--- src/rtl/nv_xfer_pkg.sv ---
package nv_xfer_pkg;

    typedef enum logic [2:0] {
        ST_OFF,
        ST_RECALL,
        ST_IDLE,
        ST_STORE,
        ST_DRIVE_HI
    } seq_state_t;

    typedef enum logic [1:0] {
        SRC_NONE,
        SRC_AUTO,
        SRC_PIN,
        SRC_CMD
    } store_src_t;

    localparam logic [2:0] OP_STORE  = 3'd1;
    localparam logic [2:0] OP_RECALL = 3'd2;
    localparam logic [2:0] OP_AS_ON  = 3'd3;
    localparam logic [2:0] OP_AS_OFF = 3'd4;

endpackage

--- src/rtl/nv_xfer_trig.sv ---
module nv_xfer_trig
    import nv_xfer_pkg::*;
(
    input  logic       clk,
    input  logic       rst_n,
    input  logic       idle,
    input  logic       pwr_good,
    input  logic       cmd_valid,
    input  logic [2:0] cmd_op,
    input  logic       busy_in,
    input  logic       busy_oe,
    output store_src_t req_src,
    output logic       req_recall
);

    logic pin_s1, pin_s2, pin_prev;
    logic as_en_q;
    logic pin_fall;

    // Two-flop synchroniser on the pin, then edge detect; autostore flag
    always_ff @(posedge clk or negedge rst_n) begin
        if (!rst_n) begin
            pin_s1   <= 1'b1;
            pin_s2   <= 1'b1;
            pin_prev <= 1'b1;
            as_en_q  <= 1'b1;
        end else begin
            pin_s1   <= busy_in;
            pin_s2   <= pin_s1;
            pin_prev <= pin_s2;
            if (idle && cmd_valid) begin
                if (cmd_op == OP_AS_ON)
                    as_en_q <= 1'b1;
                else if (cmd_op == OP_AS_OFF)
                    as_en_q <= 1'b0;
            end
        end
    end

    assign pin_fall = pin_prev && !pin_s2 && !busy_oe;

    // Fixed priority: power loss, then pin, then command
    always_comb begin
        if (!pwr_good && as_en_q)
            req_src = SRC_AUTO;
        else if (pin_fall)
            req_src = SRC_PIN;
        else if (cmd_valid && cmd_op == OP_STORE)
            req_src = SRC_CMD;
        else
            req_src = SRC_NONE;
        req_recall = cmd_valid && (cmd_op == OP_RECALL);
    end

endmodule

--- src/rtl/nv_xfer_cnt.sv ---
module nv_xfer_cnt #(
    parameter int ADDR_W = 17,
    parameter int HI_CYC = 8
) (
    input  logic              clk,
    input  logic              rst_n,
    input  logic              addr_step,
    input  logic              hi_step,
    output logic [ADDR_W-1:0] addr,
    output logic              addr_last,
    output logic              hi_last
);

    localparam int HW = $clog2(HI_CYC + 1);
    localparam logic [ADDR_W-1:0] ADDR_MAX = '1;

    logic [HW-1:0] hi_q;

    always_ff @(posedge clk or negedge rst_n) begin
        if (!rst_n) begin
            addr <= '0;
            hi_q <= '0;
        end else begin
            if (addr_step)
                addr <= addr + 1'b1;
            else
                addr <= '0;
            if (hi_step)
                hi_q <= hi_q + 1'b1;
            else
                hi_q <= '0;
        end
    end

    assign addr_last = (addr == ADDR_MAX);
    assign hi_last   = (hi_q == HW'(HI_CYC - 1));

endmodule

--- src/rtl/nv_xfer_seq.sv ---
module nv_xfer_seq
    import nv_xfer_pkg::*;
#(
    parameter int ADDR_W = 17,
    parameter int DATA_W = 8,
    parameter int HI_CYC = 8
) (
    input  logic              clk,
    input  logic              rst_n,
    input  logic              pwr_good,
    input  logic              cmd_valid,
    input  logic [2:0]        cmd_op,
    input  logic              busy_in,
    output logic              busy_out,
    output logic              busy_oe,
    output logic              mem_block,
    output logic              store_done,
    output logic              recall_done,
    output logic [ADDR_W-1:0] ram_addr,
    input  logic [DATA_W-1:0] ram_rdata,
    output logic              ram_we,
    output logic [DATA_W-1:0] ram_wdata,
    output logic [ADDR_W-1:0] nv_addr,
    input  logic [DATA_W-1:0] nv_rdata,
    output logic              nv_we,
    output logic [DATA_W-1:0] nv_wdata
);

    seq_state_t        state_q, state_d;
    store_src_t        src_q, src_d, req_src;
    logic              req_recall;
    logic              addr_last, hi_last;
    logic [ADDR_W-1:0] xfer_addr;
    logic              in_xfer, in_hi;

    nv_xfer_trig u_trig (
        .clk        (clk),
        .rst_n      (rst_n),
        .idle       (state_q == ST_IDLE),
        .pwr_good   (pwr_good),
        .cmd_valid  (cmd_valid),
        .cmd_op     (cmd_op),
        .busy_in    (busy_in),
        .busy_oe    (busy_oe),
        .req_src    (req_src),
        .req_recall (req_recall)
    );

    assign in_xfer = (state_q == ST_STORE) || (state_q == ST_RECALL);
    assign in_hi   = (state_q == ST_DRIVE_HI);

    nv_xfer_cnt #(
        .ADDR_W (ADDR_W),
        .HI_CYC (HI_CYC)
    ) u_cnt (
        .clk       (clk),
        .rst_n     (rst_n),
        .addr_step (in_xfer && !addr_last),
        .hi_step   (in_hi),
        .addr      (xfer_addr),
        .addr_last (addr_last),
        .hi_last   (hi_last)
    );

    // State register
    always_ff @(posedge clk or negedge rst_n) begin
        if (!rst_n) begin
            state_q <= ST_OFF;
            src_q   <= SRC_NONE;
        end else begin
            state_q <= state_d;
            src_q   <= src_d;
        end
    end

    // Next-state logic
    always_comb begin
        state_d = state_q;
        src_d   = src_q;
        unique case (state_q)
            ST_OFF: begin
                if (pwr_good)
                    state_d = ST_RECALL;
            end
            ST_RECALL: begin
                if (addr_last)
                    state_d = ST_IDLE;
            end
            ST_IDLE: begin
                if (req_src != SRC_NONE) begin
                    state_d = ST_STORE;
                    src_d   = req_src;
                end else if (!pwr_good) begin
                    state_d = ST_OFF;
                end else if (req_recall) begin
                    state_d = ST_RECALL;
                end
            end
            ST_STORE: begin
                if (addr_last)
                    state_d = (src_q == SRC_AUTO) ? ST_OFF : ST_DRIVE_HI;
            end
            ST_DRIVE_HI: begin
                if (hi_last)
                    state_d = ST_IDLE;
            end
            default: state_d = ST_OFF;
        endcase
    end

    // Outputs
    always_comb begin
        ram_addr    = xfer_addr;
        nv_addr     = xfer_addr;
        ram_wdata   = nv_rdata;
        nv_wdata    = ram_rdata;
        ram_we      = (state_q == ST_RECALL);
        nv_we       = (state_q == ST_STORE);
        busy_oe     = (state_q == ST_STORE) || (state_q == ST_DRIVE_HI);
        busy_out    = (state_q == ST_DRIVE_HI);
        mem_block   = (state_q != ST_IDLE);
        store_done  = (state_q == ST_STORE) && addr_last;
        recall_done = (state_q == ST_RECALL) && addr_last;
    end

endmodule

--- config.mk ---
export PLATFORM = sky130hd
export DESIGN_NAME = nv_xfer_seq
export DESIGN_NICKNAME = d
export VERILOG_FILES = /design/src/rtl/nv_xfer_pkg.sv /design/src/rtl/nv_xfer_trig.sv /design/src/rtl/nv_xfer_cnt.sv /design/src/rtl/nv_xfer_seq.sv
export SDC_FILE = /design/constraint.sdc
export NUM_CORES = 1
export LEC_CHECK = 0
export ABC_CLOCK_PERIOD_IN_PS = 3600
export BUFFER_PORTS_ARGS = -buffer_cell sky130_fd_sc_hd__buf_2
export CORE_AREA = 8 8 87 58
export DETAILED_ROUTE_END_ITERATION = 10
export DIE_AREA = 0 0 95 66
export PLACE_DENSITY = 0.82
export RECOVER_POWER = 100
export REMOVE_ABC_BUFFERS = 1
export SLEW_MARGIN = 10
export SYNTH_ARGS = -nofsm -noshare
export SYNTH_HDL_FRONTEND = slang
export SYNTH_SLANG_ARGS = --single-unit
--- constraint.sdc ---
create_clock -name clk -period 3.6 [get_ports clk]
set_input_delay 0.72 -clock clk [delete_from_list [all_inputs] [get_ports clk]]
set_output_delay 0.72 -clock clk [all_outputs]
set_load 0.05 [all_outputs]
==> summary.md, run 1 <==
After the first detailed-routing iteration, the DRC count stood at 46. The worst reg-to-reg path cell count was 8. The maximum count of clock buffers along a single path was 2; the total wire length was 3882 um. In this run the horizontal extent of the chip is 95 um. The final standard cell count with taps included and fillers excluded is 248, and the fraction of final layout cells with drive strength greater than 1 is 11.11%. The total count of hold-check failures in the final report was 0; the setup TNS was 0 ns. The post-synthesis register bit count was 30. Buffers added to address setup during post-CTS repair amount to 0.

VDD sags by at most 0.3695 mV. STA puts the critical path data required time at 2.88 ns. Across all setup checks in the final design, the least slack found is 0.4306 ns.

The area of the die is 6270 um2. At the placement stage, the worst setup path has a slack of 0.9881 ns. Fill cells in the final layout number 404. The flow ran to the end, but the final reports show violations.

Final routed DRC violation total: 0. Headroom to the max-slew limit came out at -4.633%. The cell count after synthesis came out at 179. The class of the tightest hold or removal check is reg -> reg. For the number of max-cap violations, the log shows 1. The worst setup path is captured at an output port. The number of antenna violations at the first check in global routing is 0, and the starting utilization of the core area is 46.26%. For the pin with the worst max-slew slack, the measured transition is 1.569 ns. The checks that failed: capacitance limit, slew limit. In this run the cell area measured after placement is 1809 um2.

Final period demand of the worst path: 3.169 ns. In this run, placement finished with an instance count of 240. In this run the cell area of the synthesized design comes to 1782 um2. The clock transition time at the flip-flop clock pins of the worst setup and hold paths came out at 0.06 ns.

The biggest area contributor in the post-synthesis netlist is sky130_fd_sc_hd__dfrtp_1. The kind of critical path was reg -> out. At the end of routability-driven placement, the weighted congestion stood at 0.8357.

The top fanout value on the critical path is 8, and the number of rows in the core area is 18. The global-route wire length before repair came out at 6044 um. The maximum number of pins on one net before global-route repair is 31, and the half-perimeter wire length after detailed placement is 2915 um. Worst clock skew: 0.005614 ns. The tools report the sequential-to-total area share from yosys stat as 42.42%. The tools report the core outline area as 3851 um2.

The run gives 1311 as the count of vias placed by the detailed router. For the number of global-route vias before repair, the log shows 1268. The detailed-routing iteration count for the pre-antenna-repair pass was 4.

The number of slew-limit violations in the final report was 31. The element type at the critical path start is a flop. The via count normalized by instance count came out at 5.286.

The tightest hold path in the finished design has a slack of 0.3543 ns. The tree is rooted in a sky130_fd_sc_hd__clkbuf_8. In the synthesized netlist the async set-or-reset flop fraction comes to 100.0%.

By area the synthesized netlist is led by sky130_fd_sc_hd__dfrtp_1 (37%), sky130_fd_sc_hd__buf_4 (14%), sky130_fd_sc_hd__dfstp_2 (5.9%). For the worst-skew pair, the clock arrives at the later sink with an insertion delay of 0.28 ns. The area growth from synthesis to layout is 2.036%.

The post-layout utilization of the core was 47.21%. Counting the buffers created by CTS gives 5. Total power for the finished layout comes to 1.276 mW. During synthesis, Yosys emitted a total of 0 warnings. Global routing used 12.42% of the available tracks. Dividing total power by cell area gives a power density of 701.9 nW/um2. The number of cells traversed by the worst hold path was 0. The number of routed nets with antenna violations was 0; the per-cell routed wire length was 15.65 um. Counting flops with a built-in enable in the synthesized netlist gives 0. Leaving out fill and tap cells, the most frequent cells in the layout are sky130_fd_sc_hd__clkbuf_1 (44), sky130_fd_sc_hd__dfrtp_1 (26), sky130_fd_sc_hd__nor2_1 (20). For the number of top-level pins, the log shows 81. Setup repair after global routing left no endpoint under its margin.

After clock tree synthesis, the flow added hold-fix buffers numbering 0. Of the available clock period, the critical path in the final layout requires 88.04%. The library cell used most frequently in the layout, excluding fill and tap cells, is sky130_fd_sc_hd__clkbuf_1. The final layout contains 224 nets. The synthesized area per cell is 9.954 um2, and the worst endpoint data arrival time is 2.45 ns. The repair_antennas step left the layout with diodes totalling 0. Most frequently used flop master after synthesis: sky130_fd_sc_hd__dfrtp_1.

Synthesis instantiated 44 different standard cells from the library. After routing the design area is 1818 um2. The H-tree depth is 2, and the post-cts sizing count is 0. Port buffering added 48 buffers. TritonCTS built the clock tree. Setup violations remaining at the end of the flow were counted as 0. For the static power due to leakage, the log shows 0.8074 nW.

The fraction of synthesized cell area taken by the top area cell type works out to 36.52%. The highest achievable clock rate came out at 315.5 MHz. The tools report the overall overflow remaining after global route as 0. The clock drives 30 sinks.

In this run the vertical extent of the chip is 66 um.
## flip-flops by register name, indices dropped and copies added, names as in the netlist
| name | count |
|---|---|
| u_cnt.addr | 17 |
| u_trig.pin_s1 | 1 |
| state_q | 3 |
| u_trig.pin_s2 | 1 |
| u_cnt.hi_q | 4 |
| u_trig.as_en_q | 1 |
| u_trig.pin_prev | 1 |
| src_q | 2 |
## report_power, final
part	internal, mW	total (mW)	switching, mW	leakage, nW
logic	0.128	0.564	0.436	0.371
clock network	0.156	0.275	0.119	0.0455
registers	0.385	0.437	0.0521	0.391
## synthesized netlist by cell type, types with 2 or more instances
cell type	instances
sky130_fd_sc_hd__a21oi_1	6
sky130_fd_sc_hd__dfstp_2	4
sky130_fd_sc_hd__nor2b_1	2
sky130_fd_sc_hd__inv_1	2
sky130_fd_sc_hd__buf_4	34
sky130_fd_sc_hd__a31o_1	2
sky130_fd_sc_hd__nor2_1	20
sky130_fd_sc_hd__and2_1	7
sky130_fd_sc_hd__inv_2	3
sky130_fd_sc_hd__nand2b_1	3
sky130_fd_sc_hd__nand3_1	6
sky130_fd_sc_hd__o21ai_1	4
sky130_fd_sc_hd__o21bai_1	2
sky130_fd_sc_hd__xnor2_1	4
sky130_fd_sc_hd__ha_1	3
sky130_fd_sc_hd__nand2_1	6
sky130_fd_sc_hd__nand4_1	4
sky130_fd_sc_hd__dfrtp_1	26
sky130_fd_sc_hd__and4_1	3
sky130_fd_sc_hd__xor2_1	10
sky130_fd_sc_hd__and3_1	5
## worst paths after layout
path / from / endpoint / slack (ns)
worst max-delay path: u_cnt.addr[2] / recall_done / 0.43
worst min-delay path: u_trig.pin_s1 / u_trig.pin_s2 / 0.35
worst max register to register: u_cnt.addr[2] / state_q[1] / 0.92
worst min register to register: u_trig.pin_s1 / u_trig.pin_s2 / 0.35
max in group asynchronous: rst_n / u_cnt.addr[16] / 1.86
min in group asynchronous: rst_n / u_cnt.addr[5] / 0.82
## logic make-up (layout without fill, tap and decap cells)
kind of cell / count (synthesis) / after routing / synth area share (%)
XOR/XNOR: 14 / 14 / 6.882
AO/OA/AOI/OAI: 22 / 22 / 9.902
adder cells (fa/ha/maj): 3 / 3 / 2.107
buffers and inverters: 42 / 61 / 16.50
flip-flops: 30 / 30 / 42.42
AND/OR/NAND/NOR: 68 / 68 / 22.19
## cell type report
class	instances	area, um2	area share [%]
inverters	5	18.77	1.032
clock buffers	8	90.09	4.955
repair buffers	48	187.7	10.32
well taps	50	62.56	3.441
flip-flops and latches	30	755.7	41.57
multi-input cells	107	703.2	38.68
## layer usage
layer / up-vias / share of wire [%] / GRT usage, %
li1: 614 / - / -
met1: 636 / 48 / 16.17
met2: 56 / 40 / 16.49
met3: 5 / 11 / 6.689
met4: 0 / 1.2 / 4.642
met5: - / 0 / 2.500
## critical path, cell delays in order, from the launching register on
cell and delay, ns:
sky130_fd_sc_hd__dfrtp_1 0.46, sky130_fd_sc_hd__and4_1 0.39, sky130_fd_sc_hd__and4_1 0.32, sky130_fd_sc_hd__and3_1 0.17, sky130_fd_sc_hd__ha_1 0.19, sky130_fd_sc_hd__and3_1 0.16
sky130_fd_sc_hd__clkbuf_1 0.47
No activity file was read; power rests on OpenSTA's default activity.
==> run 2: changes to the inputs <==
--- a/config.mk
+++ b/config.mk
@@ -7,10 +7,10 @@
 export LEC_CHECK = 0
 export ABC_CLOCK_PERIOD_IN_PS = 3600
 export BUFFER_PORTS_ARGS = -buffer_cell sky130_fd_sc_hd__buf_2
-export CORE_AREA = 8 8 87 58
+export CORE_AREA = 8 8 91 60
 export DETAILED_ROUTE_END_ITERATION = 10
-export DIE_AREA = 0 0 95 66
-export PLACE_DENSITY = 0.82
+export DIE_AREA = 0 0 99 68
+export PLACE_DENSITY = 0.75
 export RECOVER_POWER = 100
 export REMOVE_ABC_BUFFERS = 1
 export SLEW_MARGIN = 10
==> constraint.sdc (replaced) <==
create_clock -name clk -period 3.6 [get_ports clk]
set_input_delay 0.18 -clock clk [delete_from_list [all_inputs] [get_ports clk]]
set_output_delay 0.18 -clock clk [all_outputs]
set_load 0.05 [all_outputs]
==> run 2 against run 1 <==
The run still ends with capacitance limit, slew limit left. Global-route usage fell by 0.56 points. Setup slack improved by 0.55 ns. Clock skew fell by 0.00088 ns. Largest power group unchanged.
==> summary.md, run 2 (synthesis gave the netlist of run 1 again) <==
For this run, the top clock speed supported by timing is 381.5 MHz. The x dimension of the die was 99 um; the total count of hold-check failures in the final report was 0. The checks that failed: capacitance limit, slew limit. Setup repair after global routing left no endpoint under its margin. The run gives 0 as the number of buffers inserted by post-CTS setup repair. For this design, the sink count on the clock tree is 30.

The first global-routing pass estimated 6251 um of wire. The flip-flop count of the largest register after layout was 17. The largest registers in the layout are u_cnt.addr: 17 flops, u_cnt.hi_q: 4 flops, state_q: 3 flops. Timing analysis after detailed placement gives a worst setup slack of 1.153 ns. STA puts the critical path data arrival time at 2.44 ns. Leaving out fill and tap cells, the most frequent cell in the layout is sky130_fd_sc_hd__clkbuf_1. The pre-antenna-repair detailed-routing pass consisted of 4 iterations. The overall power after layout came out at 1.337 mW.

The number of antenna violations at the first check in global routing is 0. The worst setup path is launched from a flop. The post-layout worst setup margin is 0.9790 ns. Once detail routing completed, the nets flagged for antenna violations numbered 0. The minimum hold slack is 0.2252 ns.

Pin placement for this block handled 81 I/O pins. The worst setup path is of the reg -> out kind. Post-CTS repair changed the size of 0 cells. The endpoint identified for the worst register-to-register timing path is state_q[1]. The cell sitting at the root of the clock tree is a sky130_fd_sc_hd__clkbuf_8. The run gives 1.04 ns as the register-to-register path setup slack. The critical path startpoint was u_cnt.addr[2]. The class of the tightest hold or removal check is in -> reg. The H-tree was split into 2 levels. The most flop-heavy register is u_cnt.addr.

The worst setup path is captured at an output port. Setup violations remaining at the end of the flow were counted as 0. After detailed routing, the average wire length per cell comes to 15.12 um. The core outline area is 4255 um2. For this block, the via count after detailed routing is 1295. The tools report the total clock buffers created by CTS as 5. The flow ran to the end, but the final reports show violations. The worst-case vdd ir drop came out at 0.3723 mV. The worst reg-to-reg path cell count is 8, and the number of max-cap violations is 1. The critical path ends at recall_done. The run gives 19 as the number of rows in the core area. The top cell types in the final layout, fill and taps aside, are sky130_fd_sc_hd__clkbuf_1 (43), sky130_fd_sc_hd__dfrtp_1 (26), sky130_fd_sc_hd__nor2_1 (20). For the number of global-route vias before repair, the log shows 1310.

Measured against its own limit, the worst slew margin works out to -3.907%. The logs give 11.86% for the combined global-route utilization of all metal layers and 0 ns for the setup TNS. For this design the static power due to leakage is 0.8284 nW. Fill cells in the final layout number 451. Endpoint required time on the critical path: 3.42 ns. The fraction of final layout cells with drive strength greater than 1 was 11.50%. The half-perimeter wire length after detailed placement is 2872 um, and the overall overflow remaining after global route is 0.

After the last flow step, the layout net total stands at 226. The number of buffers inserted by port buffering works out to 48. In the routed layout, each cell is associated on average with a via count of 5.139.

The total wire length is 3810 um, and the total instance count after detailed placement is 242. TritonCTS built the clock tree. The die covers 6732 um2. The actual slew at the worst max-slew pin came out at 1.559 ns.

The maximum count of clock buffers along a single path came out at 2. Clock latency on the worst-skew pair, taken at its later pin, is 0.28 ns. The number of hold buffers added after CTS was 2. Relative to the synthesized area, the layout overhead comes to 4.775%. For the number of slew-limit violations in the final report, the log shows 31. After clock tree synthesis, the clock-pin slew on the worst setup and hold paths is 0.06 ns.

The DRC violation total after the first TritonRoute iteration was 72; the power density over the cells was 716.1 nW/um2. The logs give 0.8063 for the global placer's final weighted congestion and 0.004732 ns for the worst clock skew. Excluding fillers, the count of instances in the completed layout stands at 252. The worst register-to-register path begins at u_cnt.addr[2].

The count of antenna diodes in the layout is 0, and the fraction of the cycle the final worst path needs is 72.81%. Entering global routing, the biggest net connects 31 pins. The clock period could shrink to 2.621 ns. For this configuration, the core starts out at a cell density of 41.87%.

Height of the chip: 68 um. Along the worst path, the maximum fanout reaches 8. For this run, design rule violations remaining after detail routing come to 0.
## run 2: changes by cell type in the layout (fill, tap and decap cells not counted), sizes merged
cell,change
clkbuf,-1
bufinv,+1
dlygate4sd3,+2
## run 2: area by class of cell
type                    instances  area, um2  share of cell area [%]
clock buffers                   7      86.33                   4.625
repair buffers                 50      207.7                   11.13
flip-flops and latches         30      755.7                   40.48
inverters                       5      18.77                   1.005
well taps                      52      65.06                   3.485
clock inverters                 1      30.03                   1.609
multi-input cells             107      703.2                   37.67
## run 2: critical path: stages (launching register included)
cell                       delay (ns)
sky130_fd_sc_hd__dfrtp_1         0.46
sky130_fd_sc_hd__and4_1          0.39
sky130_fd_sc_hd__and4_1          0.32
sky130_fd_sc_hd__and3_1          0.18
sky130_fd_sc_hd__ha_1            0.18
sky130_fd_sc_hd__and3_1          0.17
sky130_fd_sc_hd__clkbuf_1        0.47
## run 2: worst min path at each step
| stage | endpoint | slack [ns] | cells past startpoint | start |
|---|---|---|---|---|
| 6_report | u_trig.as_en_q | 0.23 | 2 | cmd_op[1] |
| 3_3_place_gp | u_cnt.hi_q[1] | 0.25 | 1 | rst_n |
| 2_1_floorplan | src_q[0] | -0.12 | 0 | rst_n |
| 5_1_grt | u_trig.as_en_q | 0.23 | 2 | cmd_op[1] |
| 4_1_cts | u_trig.as_en_q | 0.22 | 2 | cmd_op[1] |
| 3_5_place_dp | u_cnt.hi_q[1] | 0.25 | 1 | rst_n |
## run 2: metrics by stage
| stage | area (um2) | util (%) |
|---|---|---|
| floorplan | 1506 | - |
| global placement | 1812 | 42.58 |
| detailed placement | 1812 | 42.58 |
| CTS | 1948 | 45.78 |
| global route | 1867 | 43.87 |
| finish | 1867 | 43.87 |
## run 2: metal layers
metal / vias up / wire length [um] / part of all wire (%) / global-route usage, %
li1: 626 / - / - / -
met1: 594 / 1842 / 48 / 15.05
met2: 68 / 1431 / 38 / 15.58
met3: 7 / 476 / 12 / 7.005
met4: 0 / 60 / 1.6 / 5.123
met5: - / 0 / 0 / 2.098
## run 2: where the power goes
part / internal (mW) / total [mW] / switching [mW]
logic: 0.130 / 0.550 / 0.420
clock network: 0.225 / 0.350 / 0.125
registers: 0.385 / 0.437 / 0.0519
total: 0.740 / 1.34 / 0.597
